### src/rtl/hash_filter_pkg.sv
package hash_filter_pkg;

  // Strobes from control to datapath
  typedef struct packed {
    logic seed;    // use preset value instead of running CRC
    logic step;    // fold byteData into the CRC
    logic finish;  // last address byte: capture result
    logic abort;   // stream ended early: capture abort result
  } hf_ctl_t;

  // Eight reflected CRC steps, data taken LSB first
  function automatic logic [31:0] crcByte(input logic [31:0] crcIn,
                                          input logic [7:0]  dataIn,
                                          input logic [31:0] poly);
    logic [31:0] c;
    c = crcIn;
    for (int k = 0; k < 8; k++) begin
      if (dataIn[k] ^ c[0]) c = (c >> 1) ^ poly;
      else                  c = c >> 1;
    end
    return c;
  endfunction

endpackage

### src/rtl/hf_control.sv
module hf_control
  import hash_filter_pkg::*;
#(
  parameter int ADDR_BYTES = 6
) (
  input  logic    clk,
  input  logic    rst_n,
  input  logic    byteValid,
  input  logic    byteLast,
  output hf_ctl_t ctl
);
  localparam int CW = $clog2(ADDR_BYTES + 1);
  localparam logic [CW-1:0] LAST_IDX = CW'(ADDR_BYTES - 1);

  logic [CW-1:0] byteCnt;

  always_comb begin
    ctl.seed   = byteValid && (byteCnt == '0);
    ctl.step   = byteValid;
    ctl.finish = byteValid && (byteCnt == LAST_IDX);
    ctl.abort  = byteValid && byteLast && (byteCnt != LAST_IDX);
  end

  always_ff @(posedge clk or negedge rst_n) begin
    if (!rst_n)                       byteCnt <= '0;
    else if (ctl.finish || ctl.abort) byteCnt <= '0;
    else if (byteValid)               byteCnt <= byteCnt + 1'b1;
  end

  // the counter never runs past the last address byte
  p_cnt_range_r5: assert property (@(posedge clk) disable iff (!rst_n)
    byteCnt <= LAST_IDX);

  // completion and abort never coincide
  p_finish_abort_excl_r7: assert property (@(posedge clk) disable iff (!rst_n)
    $onehot0({ctl.finish, ctl.abort}));

  // after the sixth byte the next byte is a first byte
  p_restart_r8: assert property (@(posedge clk) disable iff (!rst_n)
    ctl.finish |=> (byteCnt == '0));

  // an idle cycle leaves the position unchanged
  p_idle_hold_r6: assert property (@(posedge clk) disable iff (!rst_n)
    !byteValid |=> $stable(byteCnt));

endmodule

### src/rtl/hf_table.sv
module hf_table #(
  parameter int REG_W = 32,
  parameter int BANKS = 2
) (
  input  logic                   clk,
  input  logic                   rst_n,
  input  logic                   wrEn,
  input  logic [$clog2(BANKS)-1:0] wrSel,
  input  logic [REG_W-1:0]       wrData,
  output logic [BANKS*REG_W-1:0] tableBits
);
  logic [REG_W-1:0] bankReg [BANKS];

  for (genvar b = 0; b < BANKS; b++) begin : g_bank
    always_ff @(posedge clk or negedge rst_n) begin
      if (!rst_n)                          bankReg[b] <= '0;
      else if (wrEn && (int'(wrSel) == b)) bankReg[b] <= wrData;
    end
    assign tableBits[b*REG_W +: REG_W] = bankReg[b];
  end

  // a write lands whole in the selected register
  p_write_lands_r4: assert property (@(posedge clk) disable iff (!rst_n)
    wrEn |=> (tableBits[$past(wrSel)*REG_W +: REG_W] == $past(wrData)));

endmodule

### src/rtl/hf_datapath.sv
module hf_datapath
  import hash_filter_pkg::*;
#(
  parameter int          CRC_W  = 32,
  parameter logic [31:0] POLY   = 32'hEDB88320,
  parameter logic [31:0] PRESET = 32'hFFFFFFFF,
  parameter int          TBL_W  = 64,
  parameter int          IDX_W  = $clog2(TBL_W)
) (
  input  logic             clk,
  input  logic             rst_n,
  input  hf_ctl_t          ctl,
  input  logic [7:0]       byteData,
  input  logic [TBL_W-1:0] tableBits,
  output logic             resultValid,
  output logic             resultHit,
  output logic             resultAbort,
  output logic [IDX_W-1:0] hashIndex
);
  logic [CRC_W-1:0] crcReg;
  logic [CRC_W-1:0] crcBase;
  logic [CRC_W-1:0] crcNext;
  logic [IDX_W-1:0] idxNext;

  always_comb begin
    crcBase = ctl.seed ? PRESET : crcReg;
    crcNext = crcByte(crcBase, byteData, POLY);
    idxNext = crcNext[CRC_W-1 -: IDX_W];
  end

  always_ff @(posedge clk or negedge rst_n) begin
    if (!rst_n)        crcReg <= PRESET;
    else if (ctl.step) crcReg <= crcNext;
  end

  always_ff @(posedge clk or negedge rst_n) begin
    if (!rst_n) begin
      resultValid <= 1'b0;
      resultHit   <= 1'b0;
      resultAbort <= 1'b0;
      hashIndex   <= '0;
    end else begin
      resultValid <= ctl.finish || ctl.abort;
      if (ctl.finish) begin
        resultHit   <= tableBits[idxNext];
        resultAbort <= 1'b0;
        hashIndex   <= idxNext;
      end else if (ctl.abort) begin
        resultHit   <= 1'b0;
        resultAbort <= 1'b1;
        hashIndex   <= '0;
      end
    end
  end

  // a result strobe only follows a completion or an abort strobe
  p_valid_cause_r5: assert property (@(posedge clk) disable iff (!rst_n)
    resultValid |-> $past(ctl.finish || ctl.abort));

  // a completed address is never reported as aborted
  p_finish_not_abort_r9: assert property (@(posedge clk) disable iff (!rst_n)
    ctl.finish |=> (resultValid && !resultAbort));

  // an aborted result never hits
  p_abort_no_hit_r7: assert property (@(posedge clk) disable iff (!rst_n)
    ctl.abort |=> (resultValid && resultAbort && !resultHit));

endmodule

### src/rtl/hash_filter.sv
module hash_filter
  import hash_filter_pkg::*;
#(
  parameter int REG_W      = 32,
  parameter int ADDR_BYTES = 6
) (
  input  logic        clk,
  input  logic        rst_n,
  input  logic        byteValid,
  input  logic [7:0]  byteData,
  input  logic        byteLast,
  input  logic        tblWrEn,
  input  logic        tblWrSel,
  input  logic [31:0] tblWrData,
  output logic        resultValid,
  output logic        resultHit,
  output logic        resultAbort,
  output logic [5:0]  hashIndex
);
  localparam int BANKS = 2;
  localparam int TBL_W = BANKS * REG_W;

  hf_ctl_t          ctl;
  logic [TBL_W-1:0] tableBits;

  hf_control #(.ADDR_BYTES(ADDR_BYTES)) u_control (
    .clk      (clk),
    .rst_n    (rst_n),
    .byteValid(byteValid),
    .byteLast (byteLast),
    .ctl      (ctl)
  );

  hf_table #(.REG_W(REG_W), .BANKS(BANKS)) u_table (
    .clk      (clk),
    .rst_n    (rst_n),
    .wrEn     (tblWrEn),
    .wrSel    (tblWrSel),
    .wrData   (tblWrData),
    .tableBits(tableBits)
  );

  hf_datapath #(.TBL_W(TBL_W)) u_datapath (
    .clk        (clk),
    .rst_n      (rst_n),
    .ctl        (ctl),
    .byteData   (byteData),
    .tableBits  (tableBits),
    .resultValid(resultValid),
    .resultHit  (resultHit),
    .resultAbort(resultAbort),
    .hashIndex  (hashIndex)
  );

endmodule

### config.mk
export PLATFORM = sky130hd
export DESIGN_NAME = hash_filter
export DESIGN_NICKNAME = d
export VERILOG_FILES = /design/src/rtl/hash_filter_pkg.sv /design/src/rtl/hf_control.sv /design/src/rtl/hf_table.sv /design/src/rtl/hf_datapath.sv /design/src/rtl/hash_filter.sv
export SDC_FILE = /design/constraint.sdc
export NUM_CORES = 1
export LEC_CHECK = 0
export ABC_AREA = 1
export BUFFER_PORTS_ARGS = -buffer_cell sky130_fd_sc_hd__buf_4
export CORE_ASPECT_RATIO = 0.5
export CORE_MARGIN = 1
export CORE_UTILIZATION = 64
export CTS_CLUSTER_SIZE = 28
export DETAILED_ROUTE_END_ITERATION = 6
export HOLD_SLACK_MARGIN = 0.03
export PLACE_DENSITY = 0.95
export SLEW_MARGIN = 20
export SYNTH_ARGS = -nofsm -noshare
export SYNTH_HDL_FRONTEND = slang
export SYNTH_SLANG_ARGS = --single-unit
export TNS_END_PERCENT = 10
### constraint.sdc
create_clock -name clk -period 5.5 [get_ports clk]
set_clock_uncertainty 0.2 [all_clocks]
set_input_delay 1.65 -clock clk [delete_from_list [all_inputs] [get_ports clk]]
set_output_delay 1.65 -clock clk [all_outputs]
set_load 0.02 [all_outputs]
======== Word level (Yosys, flattened, before mapping) ========
Cells that the tools add are included.
cells by class
  add/sub/neg operators ................... 1
  $mul .................................... 0
  div/mod/pow operators ................... 0
  order comparisons ....................... 1
  eq/ne operators ......................... 2
  shift-type cells ........................ 0
  mux-type cells .......................... 19
  bitwise gates (word level) .............. 17
  reductions and logical operators ........ 10
operators with widths
  cell                   count
  $mux W32               9
  $not A13 Y14           8
  $mux W6                2
  $xor A1 B1 Y1          8
  $lt A6 B7 Y1 const B   1
  $bmux W1 S6            1
  $logic_and A1 B1 Y1    6
  $mux W3                2
  $mux W1                5
  $reduce_bool A2 Y1     2
  $add A3 B1 Y3 const B  1
  $eq A3 B3 Y1 const B   1
  $logic_not A3 Y1       1
  $ne A3 B3 Y1 const B   1
  $logic_or A1 B1 Y1     1
  $not A1 Y1             1
storage, ports and cells
  register bits ........................... 108
  bits in latches ......................... 0
  bits in writable memories ............... 0
  ROM bits ................................ 0
  input bits .............................. 46
  output and inout bits ................... 9
  logic and storage cells ................. 58
  memories ................................ 0

======== Depth between registers and ports, before layout ========
  depth after elaboration ................. 22
  depth in mapped cells ................... 23
  mapped depth without buffers ............ 21

======== Cells and area by module ========
A second synthesis with hierarchy kept.
unflattened totals
  cells, all modules ...................... 788
  area total of the unflattened synthesis .. 6294.8 um^2
modules (own cells, without submodules)
  module       instances  cells an instance  area an instance (um^2)  sequential area each (um^2)
  hf_datapath  1          476                3403.3                   1066.0
  hf_table     1          279                2662.6                   1601.5
  hf_control   1          33                 229.0                    75.1

======== Worst setup path before layout ========
Ideal clock, no wire load.
  kind .................................... input-to-reg
  start ................................... input port byteValid
  end ..................................... register u_datapath.resultHit
  library setup time ...................... 124 ps
  arrival ................................. 3274 ps
  data required time ...................... 5176 ps
  path slack .............................. 1903 ps
  cell stages on the path ................. 19
  buffers on the path ..................... 2
  path through ............................ nand3_2 buf_6 nand2_1 or2_1 nand2_4 inv_1 nand2_2 nand2_2 nand2_2 nand2_4 inv_4 buf_4 nand3_1 nand3_1 nand3_1 nand2_1 nand2_1 nand3_1 o21bai_2
on the way
  word-level cells in the longest chain between the ends .. 18
  elaborated cells between the ends (all ways) .. 32
  those cells by class .................... mux (12); bitwise (15); reduce/logical (5)
ends and longest elaborated chain
  element                        line                   RTL
  start, declared                hash_filter.sv:9       input logic byteValid,
  $logic_and A1 B1 Y1            hf_control.sv:18       ctl.seed = byteValid && (byteCnt == '0);
  $mux W32                       hf_datapath.sv:26      crcBase = ctl.seed ? PRESET : crcReg;
  $mux W32 (2 in series)         hash_filter_pkg.sv:18  if (dataIn[k] ^ c[0]) c = (c >> 1) ^ poly;
  $xor A1 B1 Y1                  hash_filter_pkg.sv:18
  $mux W32                       hash_filter_pkg.sv:18
  $not A13 Y14 (no source line)  --
  $mux W32                       hash_filter_pkg.sv:18
  $not A13 Y14 (no source line)  --
  $mux W32 (2 in series)         hash_filter_pkg.sv:18
  $not A13 Y14 (no source line)  --
  $mux W32                       hash_filter_pkg.sv:18
  $not A13 Y14 (no source line)  --
  $mux W32                       hash_filter_pkg.sv:18
  $bmux W1 S6                    hf_datapath.sv:45      resultHit <= tableBits[idxNext];
  $mux W1 (implied by the code)  hf_datapath.sv:45
  $mux W1                        hf_datapath.sv:44      if (ctl.finish) begin
  end signal, assigned           hf_datapath.sv:45
  end, declared                  hf_datapath.sv:16      output logic resultHit,
Several ways; a longest one is shown, not always the timed one. The select of a mux whose other input is x is not followed.
A chain may end at the register's enable or synchronous reset.

======== Worst setup path in the final report ========
Ends and elaborated chain as after synthesis.

==> results.py <==
metrics = {
    "placed_design": {
        "gp_congestion": 0.924,
        "portBuffers": 54,
        "preCtsSetupSlack_ns": 0.845,
        "hpwl_um": 9190,
    },
    "detailed_routing": {
        "avgRoutedWirePerCell_um": 15.7,
        "routed_via_density": 5.77,
        "vias": 5174,
        "ant_nets": 0,
        "drt_iter0_markers": 612,
        "routed_wl_um": 14000,
        "first_pass_iters": 6,
        "route.detailed.drc": 0,
    },
    "setup_path": {
        "worstSetupPathType": "primary input to flip-flop",
        "cp_max_fo": 39,
        "required_ns": 5.59,
        "critPathMaxStageDelay_ns": 0.45,
        "startpoint_type": "primary input",
        "worst_path_max_delay_cell": "nand3_2",
        "worstPathCellList": "buf_4 -> nand3_2 -> nand2_2 -> nand2_1 -> nand2_2 -> nand3_1 -> nand2_4 -> nand2_2 -> nand2_2 -> nand2_4 -> nand2_4 -> nand2_1 -> nand3_1 -> nand3_1 -> nand3_1 -> nand2_1 -> nand2_1 -> nand3_1 -> o21bai_2",
        "path_common_cell": "nand3_1",
        "cp.arrival_ns": 4.47,
        "cp-end-kind": "flip-flop",
    },
    "cts": {
        "h-tree-depth": 3,
        "numCtsBuffers": 9,
        "cts_root_buffer": "clkbuf_16",
        "cts_tree": "done",
        "cts.sinks": 108,
        "clk_pin_slew_ns": 0.07,
        "insertion_delay_ns": 0.36,
        "clockBufferDepth": 2,
        "post_cts_buffers": 0,
        "cts_resized": 0,
        "cts_hold_buf": 0,
    },
    "global_routing": {
        "grt_max_degree": 65,
        "antenna_found_initial": 0,
        "grt_first_pass_wirelength_um": 23700,
        "first_global_vias": 4926,
        "grt_usage_pct": 31.0,
        "grt.overflow.total": 0,
    },
    "die": {
        "die-height_um": 70.2,
        "rows": 24,
        "dieArea_um2": 9710,
        "pin_count": 55,
        "die_w_um": 138,
        "start_util_pct": 67.1,
        "core-area_um2": 8860,
    },
    "sta": {
        "worst_pin_slew_ns": 0.997,
        "slew_violations": 0,
        "slew_headroom_pct": 33.4,
        "fin_tns_setup_ns": 0,
        "hold_viol": 0,
        "fmax_ghz": 0.228,
        "setup_viol": 0,
        "rsz0062_at_grt": "false",
        "setup_ws_ns": 1.12,
        "period_minus_slack_ns": 4.38,
        "min_period_over_period_pct": 79.7,
    },
    "synthesis": {
        "synth_top_area_cell": "dfrtp_1",
        "syn_nets": 787,
        "ys_types": 29,
        "synth_area_per_cell_um2": 8.06,
        "yosys_warnings": 0,
        "synth_area_leaders": "dfrtp_1 (32%), dfstp_2 (14%), nand2_1 (14%), o21ai_0 (8.7%), nand3_1 (6.4%)",
        "syn-cell-area_um2": 5950,
        "netlist_instances": 738,
        "synth_top_area_share_pct": 32.0,
        "ys_seq_elements": 108,
        "yosysSeqAreaShare_pct": 46.1,
    },
    "cells_and_area": {
        "syn_to_final_growth_pct": 12.2,
        "antennaDiodeCount": 0,
        "mostFrequentLayoutCells": "nand2_1 (214), o21ai_0 (103), nand3_1 (76), dfrtp_1 (76), inv_1 (67)",
        "drive_above_1_share_pct": 19.9,
        "layout.nets": 823,
        "mostFrequentLayoutCell": "nand2_1",
    },
    "power_and_ir_drop": {
        "vdd_ir_drop_max_mv": 0.328,
        "p_leak_uw": 0.00331,
        "powerDensity_nw_per_um2": 647,
    },
    "min_path": {
        "hold_path_class": "flip-flop to flip-flop",
    },
    "run_status": {
        "status": "completed",
    },
    "flow_run": {
        "drv_cap": 0,
    },
}
==> stage by stage <==
step                      util [%]  cells  area [um^2]  hold WS, ns  total power (uW)
after global placement        71.9    880         6370        0.269              3490
after detailed placement      71.9    880         6370        0.273              3580
after global routing          75.4    896         6680        0.300              4610
final                         75.4    896         6680        0.290              4320
after floorplan                  -    738         5950        0.253              3130
after CTS                     75.4    896         6680        0.291              4280
==> state kept, by name, summed over array words and instances, names as in the netlist <==
name	count
u_table.tableBits	64
u_datapath.resultHit	1
u_control.byteCnt	3
u_datapath.hashIndex	6
u_datapath.resultValid	1
u_datapath.resultAbort	1
u_datapath.crcReg	32
==> final timing paths <==
kind / from / slack [ns] / depth (start not counted) / endpoint
max: byteValid / 1.12 / 19 / u_datapath.resultHit
min: u_datapath.crcReg[2] / 0.29 / 2 / u_datapath.crcReg[2]
max reg2reg: u_control.byteCnt[0] / 1.88 / 21 / u_datapath.resultHit
min reg2reg: u_datapath.crcReg[2] / 0.29 / 2 / u_datapath.crcReg[2]
max in group asynchronous: rst_n / 3.22 / 2 / u_table.tableBits[28]
min in group asynchronous: rst_n / 1.02 / 1 / u_table.tableBits[10]
==> synth_stat cells (all sizes together) <==
| library cell | instances |
|---|---|
| o22ai | 2 |
| nand3 | 82 |
| or2 | 1 |
| buf | 13 |
| xnor2 | 17 |
| nand4 | 1 |
| dfstp | 32 |
| inv | 73 |
| xor2 | 38 |
| o21ai | 103 |
| a31oi | 22 |
| ha | 3 |
| dfrtp | 76 |
| clkbuf | 23 |
| nor2 | 8 |
| nand2 | 243 |
| o21bai | 1 |
==> metal layers <==
| layer | wire length, um | track usage, % | vias up |
|---|---|---|---|
| met5 | 0 | 0 | - |
| met4 | 317 | 10.2 | 0 |
| met3 | 967 | 6.72 | 37 |
| met2 | 6810 | 51.8 | 223 |
| met1 | 5930 | 40.7 | 2480 |
| li1 | - | - | 2434 |
==> report_power, final <==
group	switching (uW)	internal [uW]	total (uW)
Sequential	116	1080	1200
Clock	311	360	670
Combinational	1600	849	2450
==> cell type report <==
cell class                 count  area [um^2]
clock buffer                   9          225
clock inverter                 7         80.1
fill                         595         2180
inverter                      73          277
multi-input combinational    521         2750
sequential                   108         2740
tap                          117          146
timing repair buffer          61          458
==> critical path: cells and delay by family <==
kind                   cells  cell delay [ns]
AOI/OAI and AO/OA          1             0.11
buffers and inverters      1             0.32
and+or+nand+nor           17             2.38
==> kinds of logic after synthesis <==
group / share of synthesized area [%]
DFF: 46.1
buffers and inverters: 7.72
adders and majority gates: 0.631
xor gates and xnor gates: 8.22
AOI/OAI and AO/OA: 11.4
and+or+nand+nor: 25.9
Note: power is estimated with default switching activity, not from simulation.
